==> src/rtl/sas_pkg.sv <==
package sas_pkg;

  localparam int HS_W     = 6;
  localparam int SEC_W    = 5;
  localparam int HEAD_BIT = 5;

  typedef enum logic [2:0] {
    SERR_NONE  = 3'd0,
    SERR_XFER  = 3'd1,
    SERR_ADDR  = 3'd2,
    SERR_RANGE = 3'd3,
    SERR_WRAP  = 3'd4
  } serr_e;

  localparam logic [1:0] OP_READ  = 2'd1;
  localparam logic [1:0] OP_WRITE = 2'd2;
  localparam logic [1:0] OP_RCHK  = 2'd3;

  // Next head/sector value after an accepted sector.
  function automatic logic [HS_W-1:0] hs_step(input logic [HS_W-1:0] hs,
                                               input logic [SEC_W-1:0] last_sec);
    logic [HS_W-1:0] r;
    if (hs[SEC_W-1:0] == last_sec)
      r = {~hs[HEAD_BIT], {SEC_W{1'b0}}};
    else
      r = hs + HS_W'(1);
    return r;
  endfunction

endpackage

==> src/rtl/sas_check.sv <==
module sas_check
  import sas_pkg::*;
#(
  parameter int CYL_W = 16,
  parameter int SECTS = 24
) (
  input  logic             attached_i,
  input  logic             wprot_i,
  input  logic             is_write_i,
  input  logic [CYL_W-1:0] req_cyl_i,
  input  logic [CYL_W-1:0] drv_cyl_i,
  input  logic [HS_W-1:0]  hs_i,
  input  logic             first_i,
  output serr_e            err_o,
  output logic             rehome_o,
  output logic [CYL_W-1:0] cyl_o,
  output logic [HS_W-1:0]  hs_next_o,
  output logic             wrap_o
);

  localparam logic [SEC_W-1:0] LAST_SEC = SEC_W'(SECTS - 1);

  logic [SEC_W-1:0] sec;
  logic             gate_bad;
  logic             cyl_miss;
  logic             zero_req;
  logic             sec_bad;
  logic             ovf_bad;

  always_comb begin
    sec      = hs_i[SEC_W-1:0];
    gate_bad = !attached_i || (wprot_i && is_write_i);
    cyl_miss = (req_cyl_i != drv_cyl_i);
    zero_req = (req_cyl_i == '0);
    sec_bad  = (sec > LAST_SEC);
    ovf_bad  = !first_i && (hs_i == '0);

    // Ranked checks: gate, cylinder, sector range, overflow.
    if (gate_bad)                   err_o = SERR_XFER;
    else if (cyl_miss && !zero_req) err_o = SERR_ADDR;
    else if (sec_bad)               err_o = SERR_RANGE;
    else if (ovf_bad)               err_o = SERR_WRAP;
    else                            err_o = SERR_NONE;

    rehome_o  = !gate_bad && cyl_miss && zero_req;
    cyl_o     = rehome_o ? '0 : drv_cyl_i;
    wrap_o    = (sec == LAST_SEC);
    hs_next_o = hs_step(hs_i, LAST_SEC);
  end

endmodule

==> src/rtl/sas_addr.sv <==
module sas_addr
  import sas_pkg::*;
#(
  parameter int CYL_W   = 16,
  parameter int LBA_W   = 17,
  parameter int CYLS_T0 = 203,
  parameter int CYLS_T1 = 408,
  parameter int SURFS   = 2,
  parameter int SECTS   = 24
) (
  input  logic             platter_i,
  input  logic             dtype_i,
  input  logic [CYL_W-1:0] cyl_i,
  input  logic [HS_W-1:0]  hs_i,
  output logic [LBA_W-1:0] lba_o
);

  function automatic logic [LBA_W-1:0] linear(input logic             plat,
                                              input logic [LBA_W-1:0] ncyl,
                                              input logic [CYL_W-1:0] cyl,
                                              input logic             head,
                                              input logic [SEC_W-1:0] sec);
    logic [LBA_W-1:0] trk;
    logic [LBA_W-1:0] srf;
    trk = (plat ? ncyl : '0) + LBA_W'(cyl);
    srf = trk * LBA_W'(SURFS) + LBA_W'(head);
    return srf * LBA_W'(SECTS) + LBA_W'(sec);
  endfunction

  logic [LBA_W-1:0] ncyl;

  always_comb begin
    ncyl  = dtype_i ? LBA_W'(CYLS_T1) : LBA_W'(CYLS_T0);
    lba_o = linear(platter_i, ncyl, cyl_i, hs_i[HEAD_BIT], hs_i[SEC_W-1:0]);
  end

endmodule

==> src/rtl/sas_fill.sv <==
module sas_fill #(
  parameter int BYTES = 256,
  parameter int IDX_W = $clog2(BYTES),
  parameter int CNT_W = IDX_W + 1
) (
  input  logic [IDX_W-1:0] idx_i,
  input  logic [CNT_W-1:0] cnt_i,
  input  logic [7:0]       byte_i,
  input  logic [7:0]       last_i,
  input  logic             write_i,
  output logic [7:0]       byte_o
);

  logic supplied;

  always_comb begin
    supplied = (CNT_W'(idx_i) < cnt_i);
    if (supplied)     byte_o = byte_i;
    else if (write_i) byte_o = last_i;
    else              byte_o = 8'h00;
  end

endmodule

==> src/rtl/sector_addr_seq.sv <==
module sector_addr_seq
  import sas_pkg::*;
#(
  parameter int CYL_W   = 16,
  parameter int LBA_W   = 17,
  parameter int CYLS_T0 = 203,
  parameter int CYLS_T1 = 408,
  parameter int SURFS   = 2,
  parameter int SECTS   = 24,
  parameter int BYTES   = 256,
  localparam int IDX_W  = $clog2(BYTES),
  localparam int CNT_W  = IDX_W + 1
) (
  input  logic             clk,
  input  logic             rst_n,
  input  logic             req_valid_i,
  input  logic [5:0]       hs_i,
  input  logic [CYL_W-1:0] req_cyl_i,
  input  logic [CYL_W-1:0] drv_cyl_i,
  input  logic             platter_i,
  input  logic             dtype_i,
  input  logic             attached_i,
  input  logic             wprot_i,
  input  logic [1:0]       cmd_i,
  input  logic             first_i,
  input  logic [IDX_W-1:0] pad_idx_i,
  input  logic [CNT_W-1:0] pad_cnt_i,
  input  logic [7:0]       pad_byte_i,
  input  logic [7:0]       pad_last_i,
  input  logic             pad_write_i,
  output logic             done_o,
  output logic [2:0]       err_o,
  output logic [LBA_W-1:0] lba_o,
  output logic [5:0]       hs_o,
  output logic             first_o,
  output logic             rehome_o,
  output logic [7:0]       pad_byte_o
);

  // Named internal events
  serr_e            chk_err;
  logic             chk_rehome;
  logic [CYL_W-1:0] chk_cyl;
  logic [HS_W-1:0]  chk_hs_next;
  logic             chk_wrap;
  logic             chk_ok;
  logic [LBA_W-1:0] addr_lba;

  sas_check #(.CYL_W(CYL_W), .SECTS(SECTS)) u_check (
    .attached_i (attached_i),
    .wprot_i    (wprot_i),
    .is_write_i (cmd_i == OP_WRITE),
    .req_cyl_i  (req_cyl_i),
    .drv_cyl_i  (drv_cyl_i),
    .hs_i       (hs_i),
    .first_i    (first_i),
    .err_o      (chk_err),
    .rehome_o   (chk_rehome),
    .cyl_o      (chk_cyl),
    .hs_next_o  (chk_hs_next),
    .wrap_o     (chk_wrap)
  );

  sas_addr #(
    .CYL_W(CYL_W), .LBA_W(LBA_W), .CYLS_T0(CYLS_T0), .CYLS_T1(CYLS_T1),
    .SURFS(SURFS), .SECTS(SECTS)
  ) u_addr (
    .platter_i (platter_i),
    .dtype_i   (dtype_i),
    .cyl_i     (chk_cyl),
    .hs_i      (hs_i),
    .lba_o     (addr_lba)
  );

  sas_fill #(.BYTES(BYTES)) u_fill (
    .idx_i   (pad_idx_i),
    .cnt_i   (pad_cnt_i),
    .byte_i  (pad_byte_i),
    .last_i  (pad_last_i),
    .write_i (pad_write_i),
    .byte_o  (pad_byte_o)
  );

  assign chk_ok = (chk_err == SERR_NONE);

  always_ff @(posedge clk or negedge rst_n) begin
    if (!rst_n) begin
      done_o   <= 1'b0;
      err_o    <= 3'd0;
      lba_o    <= '0;
      hs_o     <= '0;
      first_o  <= 1'b0;
      rehome_o <= 1'b0;
    end else if (req_valid_i) begin
      done_o   <= 1'b1;
      err_o    <= chk_err;
      lba_o    <= chk_ok ? addr_lba : '0;
      hs_o     <= chk_ok ? chk_hs_next : hs_i;
      first_o  <= chk_ok ? 1'b0 : first_i;
      rehome_o <= chk_rehome;
    end else begin
      done_o   <= 1'b0;
      err_o    <= 3'd0;
      lba_o    <= '0;
      hs_o     <= '0;
      first_o  <= 1'b0;
      rehome_o <= 1'b0;
    end
  end

endmodule

==> config.mk <==
export PLATFORM = sky130hd
export DESIGN_NAME = sector_addr_seq
export DESIGN_NICKNAME = d
export VERILOG_FILES = /design/src/rtl/sas_pkg.sv /design/src/rtl/sas_check.sv /design/src/rtl/sas_addr.sv /design/src/rtl/sas_fill.sv /design/src/rtl/sector_addr_seq.sv
export SDC_FILE = /design/constraint.sdc
export NUM_CORES = 1
export LEC_CHECK = 0
export BUFFER_PORTS_ARGS = -buffer_cell sky130_fd_sc_hd__buf_2
export CORE_MARGIN = 2
export CORE_UTILIZATION = 30
export DETAILED_ROUTE_END_ITERATION = 10
export PLACE_DENSITY = 0.57
export SETUP_SLACK_MARGIN = 0.3
export SYNTH_ARGS = -nofsm -noshare
export SYNTH_HDL_FRONTEND = slang
export SYNTH_SLANG_ARGS = --single-unit
==> constraint.sdc <==
create_clock -name clk -period 3 [get_ports clk]
set_clock_uncertainty 0.15 [all_clocks]
set_input_delay 0.6 -clock clk [delete_from_list [all_inputs] [get_ports clk]]
set_output_delay 0.6 -clock clk [all_outputs]
set_load 0.01 [all_outputs]
==> results.py, run 1 <==
metrics = {
    "sta": {
        "relSlewSlack_pct": 57.9,
        "slew_violations": 0,
        "setup_ws_ns": -1.90,
        "hold_viol": 0,
        "timing.final.crit_share_pct": 163,
        "clock.fmax_ghz": 0.204,
        "setup_violations": 26,
        "worst_pin_slew_ns": 0.631,
        "grt_setup_unrepaired": "true",
        "period_minus_slack_ns": 4.90,
    },
    "setup_path": {
        "crit_buf_inv": 3,
        "path_cells": "buf_6, xor2_1, nor4_2, nand4_1, nand2_2, and2_4, ha_4, inv_2, fa_2, nand3b_1, a21oi_2, nand4_1, a22o_1, a211o_1, inv_2, ha_4, a21oi_2, nand2_2, or4_4, nand3_4, o2111ai_2, xnor3_1, nor2_2",
        "cpMaxStageDelayCell": "or4_4",
        "startpoint_type": "input port",
        "critical_path.top_delay_family": "simple AND/OR/NAND/NOR gates",
        "critPathMaxFanout": 6,
        "critPathRequiredTime_ns": 3.02,
        "max_stage_delay_ns": 0.55,
        "cp.arrival_ns": 4.92,
        "path_class": "in -> reg",
        "worstSetupEndpointType": "register",
    },
    "power": {
        "power.total_mw": 2.49,
        "power_frac_comb_pct": 67.1,
        "clockPowerShare_pct": 16.9,
        "power.switching_uw": 883,
        "p_sw_share_pct": 35.4,
        "p_leak_nw": 2.98,
        "p_seq_share_pct": 16.0,
        "max-vdd-ir-drop_v": 0.000208,
        "p_int_mw": 1.61,
        "power_density_mw_per_mm2": 417,
    },
    "synth": {
        "synth.distinct_cells": 53,
        "syn_inst": 392,
        "ys.flop_type": "dfrtp_1",
        "synth_fp_nets": 507,
        "syn_area_mm2": 0.00313,
        "yosysSeqAreaShare_pct": 23.2,
        "synthTopCellsByArea": "dfrtp_1 23%, ha_1 12%, xor2_1 7.3%, nor2_1 5.2%, xnor2_1 4.5%",
        "synth_top_cell_area_share_pct": 23.2,
        "async_reset_ff_share_pct": 100,
        "syn_avg_cell_area_um2": 7.99,
        "synth_edf_count": 0,
        "synth-seq-cells": 29,
        "yosysWarnings": 0,
        "synth_largest_area_cell": "dfrtp_1",
    },
    "drt": {
        "vias": 3836,
        "avgRoutedWirePerCell_um": 12.8,
        "firstDrtPassIters": 4,
        "via_per_inst": 4.81,
        "drt_iter0_drc": 78,
        "drc_errors": 0,
        "routed_wirelength_mm": 10.2,
        "antenna_left": 0,
    },
    "global_route": {
        "overflow": 0,
        "grt_use_total_pct": 18.1,
        "grt_pass1_vias": 3916,
        "grt_max_degree": 30,
        "antenna_found_initial": 0,
        "grt_first_pass_wirelength_mm": 17.2,
    },
    "clock_tree": {
        "htreeDepth": 2,
        "cts_buffers": 5,
        "root_buffer": "clkbuf_8",
        "cts_tree": "done",
        "clock_sinks": 29,
        "cts.path.max_buffers": 2,
        "clkTransAtPathRegs_ns": 0.07,
    },
    "placement": {
        "place_hpwl_mm": 7.69,
        "dp.cells": 744,
        "dp_slack_ns": -2.22,
        "gp_congestion": 0.862,
        "port_buffers": 118,
    },
    "die": {
        "dieArea_mm2": 0.0113,
        "core_mm2": 0.0102,
        "initial_utilization_pct": 30.6,
        "rows": 37,
        "die_height_um": 106,
        "ioPinCount": 119,
        "die_w_um": 106,
    },
    "worst_hold_path": {
        "hold_path_class": "in -> async",
    },
    "layout": {
        "fin_nets": 776,
        "diodes": 0,
        "syn_to_final_growth_pct": 90.7,
        "final_util_pct": 58.3,
        "fin_cells": 798,
        "drive_gt1_share_pct": 57.6,
    },
    "run_status": {
        "status": "finished, violations left",
        "violations": "setup timing",
    },
    "job": {
        "drv_cap": 0,
    },
}
what timing repair did:
action	in CTS	in global routing
pin swaps	35	27
setup endpoints to repair	21	34
gates cloned	1	0
hold buffers	0	0
resized for setup	77	49
setup buffers	33	12
cell usage in the layout, fill, tap and decap left out, types with 3 or more instances in the layout:
cell        n
xnor2_1    11
o21ai_2     9
clkbuf_8    6
nand2_4     3
o21ai_1     6
nor2_1     35
inv_1      18
nand4_1     9
dfrtp_1    29
and2_4      4
nand2_1    28
o211ai_1    3
ha_1       22
o31ai_4     7
nand3_1     9
nor2b_1     7
o21ai_0     8
buf_4     126
xor2_2      4
ha_4        8
nor4_2      7
a21o_1     13
and3_1      7
o21a_1      3
buf_6      33
xor2_1     21
a21oi_1    12
nand2_2     3
buf_2     109
a21oi_2     7
nand2b_1    6
and2_1      8
nor2_2      6
xnor2_2     4
routing by layer:
metal	wire, µm	track usage [%]
met5	0	0
met4	148	4.04
met3	435	2.02
met2	5200	33.5
met1	4410	22.4
final cells by class:
type | instances | area (µm²)
clock buffers | 6 | 82.6
clock inverters | 2 | 37.5
fillers | 917 | 4260
inverters | 22 | 97.6
multi-input cells | 331 | 2920
flip-flops and latches | 29 | 726
well taps | 136 | 170
repair buffers | 272 | 1940
power groups by stage:
stage / clock [mW] / combinational (mW) / sequential, mW
2_1_floorplan: 0 / 0.719 / 0.411
3_3_place_gp: 0 / 1.23 / 0.407
3_5_place_dp: 0 / 1.25 / 0.407
4_1_cts: 0.430 / 1.52 / 0.400
5_1_grt: 0.449 / 1.82 / 0.400
6_report: 0.421 / 1.67 / 0.400
sequential cells by signal (all words and copies together) (netlist names):
name      flops
first_o       1
rehome_o      1
lba_o        17
done_o        1
err_o         3
hs_o          6
worst paths after layout:
kind,depth (start not counted),start,end
max,23,req_cyl_i[11],lba_o[16]
min,1,rst_n,hs_o[4]
max in group asynchronous,1,rst_n,lba_o[11]
min in group clk,1,req_valid_i,done_o
per-stage QoR:
step                      hold slack [ns]  TNS [ns]  area [µm²]
after detailed placement            0.505    -21.68        4900
after floorplan                     0.154    -16.11        3400
final                               0.179    -18.51        5970
after global placement              0.495    -20.90        4900
after global routing                0.226    -23.20        5970
after CTS                           0.197    -17.36        5640
cells in the mapped netlist, drive strengths merged (8+ instances only):
cell,instances
xor2,26
nor4,9
dfrtp,29
a21oi,21
and2,12
clkbuf,8
inv,22
a21o,13
o21ai,25
nor2,43
and3,8
nand3,12
nor2b,8
xnor2,16
nand2,34
nand4,9
o31ai,11
ha,30
logic make-up (layout without fill, tap and decap cells):
logic type	Yosys count	in the layout	synth area share, %
AND/OR/NAND/NOR	159	159	26.1
buffers and inverters	32	302	3.88
adder cells (fa/ha/maj)	33	33	13.9
multiplexers	2	2	0.640
XOR/XNOR	43	43	12.5
AO/OA/AOI/OAI	94	94	19.8
flip-flops	29	29	23.2
Note: power is estimated with default switching activity, not from simulation.
==> run 2, diff against run 1 <==
--- a/config.mk
+++ b/config.mk
@@ -5,6 +5,7 @@
 export SDC_FILE = /design/constraint.sdc
 export NUM_CORES = 1
 export LEC_CHECK = 0
+export ABC_AREA = 1
 export BUFFER_PORTS_ARGS = -buffer_cell sky130_fd_sc_hd__buf_2
 export CORE_MARGIN = 2
 export CORE_UTILIZATION = 30
==> run 2 against run 1 <==
The run still ends with setup timing left. Synthesized cell count is 33% higher. Sequential cell count is the same. Critical path type unchanged. Hold slack better by 0.0021 ns. Sequential power about the same. Via count increased by 3.5%. Clock-buffer cell count shrank 1. Setup slack better by 0.57 ns. Largest power group unchanged. Die area rose by 4.1%. Maximum frequency up 13%. Non-clock buffer count fell by 47. Design area shrank 8.0%. Highest routed layer unchanged. Cell count is 12% higher.
==> results.py, run 2 <==
metrics = {
    "run_status": {
        "status": "finished, violations left",
        "violations": "setup timing",
    },
    "drt": {
        "avgRoutedWirePerCell_um": 11.2,
        "via_per_inst": 4.46,
        "firstDrtPassIters": 5,
        "drt_iter0_drc": 114,
        "vias": 3970,
        "routed_wirelength_mm": 9.98,
        "antenna_left": 0,
        "drc_errors": 0,
    },
    "synth": {
        "synth_fp_nets": 636,
        "synth_top_cell_area_share_pct": 22.2,
        "async_reset_ff_share_pct": 100,
        "ys.flop_type": "dfrtp_1",
        "synth_edf_count": 0,
        "synthTopCellsByArea": "dfrtp_1 22%, nand2_1 16%, inv_1 12%, ha_1 11%, nor2_1 7.5%",
        "synth_largest_area_cell": "dfrtp_1",
        "syn_area_mm2": 0.00326,
        "syn_avg_cell_area_um2": 6.27,
        "yosysWarnings": 0,
        "yosysMostFrequentCell": "nand2_1",
        "synth_common_cells": "137 x nand2_1, 102 x inv_1, 65 x nor2_1",
        "syn_inst": 521,
        "synth.distinct_cells": 30,
        "synth-seq-cells": 29,
        "yosysSeqAreaShare_pct": 22.2,
    },
    "worst_hold_path": {
        "hold_path_class": "in -> async",
    },
    "sta": {
        "hold_ws_ns": 0.181,
        "setup_violations": 20,
        "setup_ws_ns": -1.33,
        "grt_setup_unrepaired": "true",
        "slew_violations": 0,
        "finalSetupTns_ns": -13.16,
        "period_minus_slack_ns": 4.33,
        "worst_pin_slew_ns": 0.629,
        "hold_viol": 0,
        "relSlewSlack_pct": 58.1,
        "clock.fmax_ghz": 0.231,
        "timing.final.crit_share_pct": 144,
    },
    "layout": {
        "top_register": "lba_o",
        "fin_nets": 865,
        "syn_to_final_growth_pct": 68.2,
        "diodes": 0,
        "layout_common_cells": "124 x nand2_1, 104 x buf_2, 79 x buf_4, 73 x inv_1, 54 x nor2_1",
        "final_common_cell": "nand2_1",
        "biggestRegsByFlops": "lba_o: 17 flops, hs_o: 6 flops, err_o: 3 flops",
        "fin_cells": 891,
        "drive_gt1_share_pct": 47.1,
        "post-route-cell-area_mm2": 0.00549,
        "final_util_pct": 51.1,
        "largest_reg_flops": 17,
    },
    "setup_path": {
        "cp_common_cell": "nor2_1",
        "path_class": "in -> reg",
        "critPathRequiredTime_ns": 3.03,
        "critPathMaxFanout": 3,
        "cpMaxStageDelayCell": "fa_2",
        "worstSetupEndpointType": "register",
        "max_stage_delay_ns": 0.54,
        "cp.arrival_ns": 4.36,
        "startpoint_type": "input port",
    },
    "die": {
        "core_mm2": 0.0107,
        "rows": 38,
        "initial_utilization_pct": 30.4,
        "die_w_um": 108,
        "ioPinCount": 119,
        "die_height_um": 108,
        "dieArea_mm2": 0.0117,
    },
    "power": {
        "p_seq_share_pct": 18.6,
        "p_leak_nw": 3.13,
        "power.switching_uw": 789,
        "max-vdd-ir-drop_v": 0.000331,
        "power_frac_comb_pct": 58.9,
        "power.total_mw": 2.15,
        "power_density_mw_per_mm2": 391,
        "p_int_mw": 1.36,
        "p_sw_share_pct": 36.7,
        "clockPowerShare_pct": 22.5,
    },
    "clock_tree": {
        "clock_sinks": 29,
        "cts_tree": "done",
        "cts.path.max_buffers": 2,
        "root_buffer": "clkbuf_8",
        "cts_buffers": 5,
        "clkTransAtPathRegs_ns": 0.07,
        "ctsHoldBuffers": 0,
        "htreeDepth": 2,
    },
    "global_route": {
        "grt_use_total_pct": 16.5,
        "overflow": 0,
        "antenna_found_initial": 0,
        "grt_max_degree": 30,
        "grt_pass1_vias": 3749,
        "grt_first_pass_wirelength_mm": 15.9,
    },
    "placement": {
        "port_buffers": 118,
        "gp_congestion": 0.838,
        "dp.cells": 840,
        "dp_slack_ns": -1.58,
        "place_area_mm2": 0.00457,
        "place_hpwl_mm": 7.33,
    },
    "job": {
        "drv_cap": 0,
    },
}
==> run 2: worst max-delay path, delay by kind of cell <==
family	cells	cell delay [ns]
AND/OR/NAND/NOR	21	2.00
adder cells (fa/ha/maj)	3	1.20
buffers and inverters	9	0.55
==> run 2: repair_timing <==
action | 4_1_cts | 5_1_grt
endpoints found under the setup margin | 20 | 22
cloned | 1 | 0
resized for setup | 82 | 52
pin swaps | 35 | 36
buffers inserted | 32 | 10
==> run 2: final timing paths <==
path                          startpoint        end  slack (ns)  cells after the start
setup / recovery           req_cyl_i[15]  lba_o[15]       -1.33                     33
hold / removal                     rst_n    hs_o[0]        0.18                      1
max in group asynchronous          rst_n  lba_o[10]        2.10                      1
min in group clk             req_valid_i     done_o        0.34                      1
==> run 2: layer usage <==
metal / global-route usage [%] / vias to the layer above / part of all wire [%]
met5: 0 / - / 0
met4: 4.12 / 0 / 1.4
met3: 2.83 / 14 / 6.3
met2: 32.2 / 126 / 51
met1: 18.4 / 1747 / 42
li1: - / 2083 / -
==> run 2: kinds of logic (layout without fill, tap and decap cells) <==
kind of cell / count (synthesis) / after routing / synth area share (%)
DFF: 29 / 29 / 22.2
and+or+nand+nor: 281 / 281 / 38.3
AOI/OAI and AO/OA: 57 / 57 / 9.58
buffers and inverters: 107 / 337 / 12.8
xor gates and xnor gates: 14 / 14 / 3.76
adders and majority gates: 33 / 33 / 13.3
==> run 2: layout make-up <==
| type | count | area (µm²) |
|---|---|---|
| fill | 1021 | 5250 |
| multi-input combinational | 385 | 2460 |
| timing repair buffer | 225 | 1590 |
| sequential | 29 | 726 |
| inverter | 104 | 403 |
| tap | 140 | 175 |
| clock buffer | 5 | 68.8 |
| clock inverter | 3 | 65.1 |
==> run 2: power groups by stage <==
stage / Sequential, mW / Clock (mW) / Combinational [mW]
after floorplan: 0.411 / 0 / 0.533
after global placement: 0.407 / 0 / 0.844
after detailed placement: 0.407 / 0 / 0.859
after CTS: 0.400 / 0.485 / 1.10
after global routing: 0.400 / 0.517 / 1.39
final: 0.399 / 0.484 / 1.27
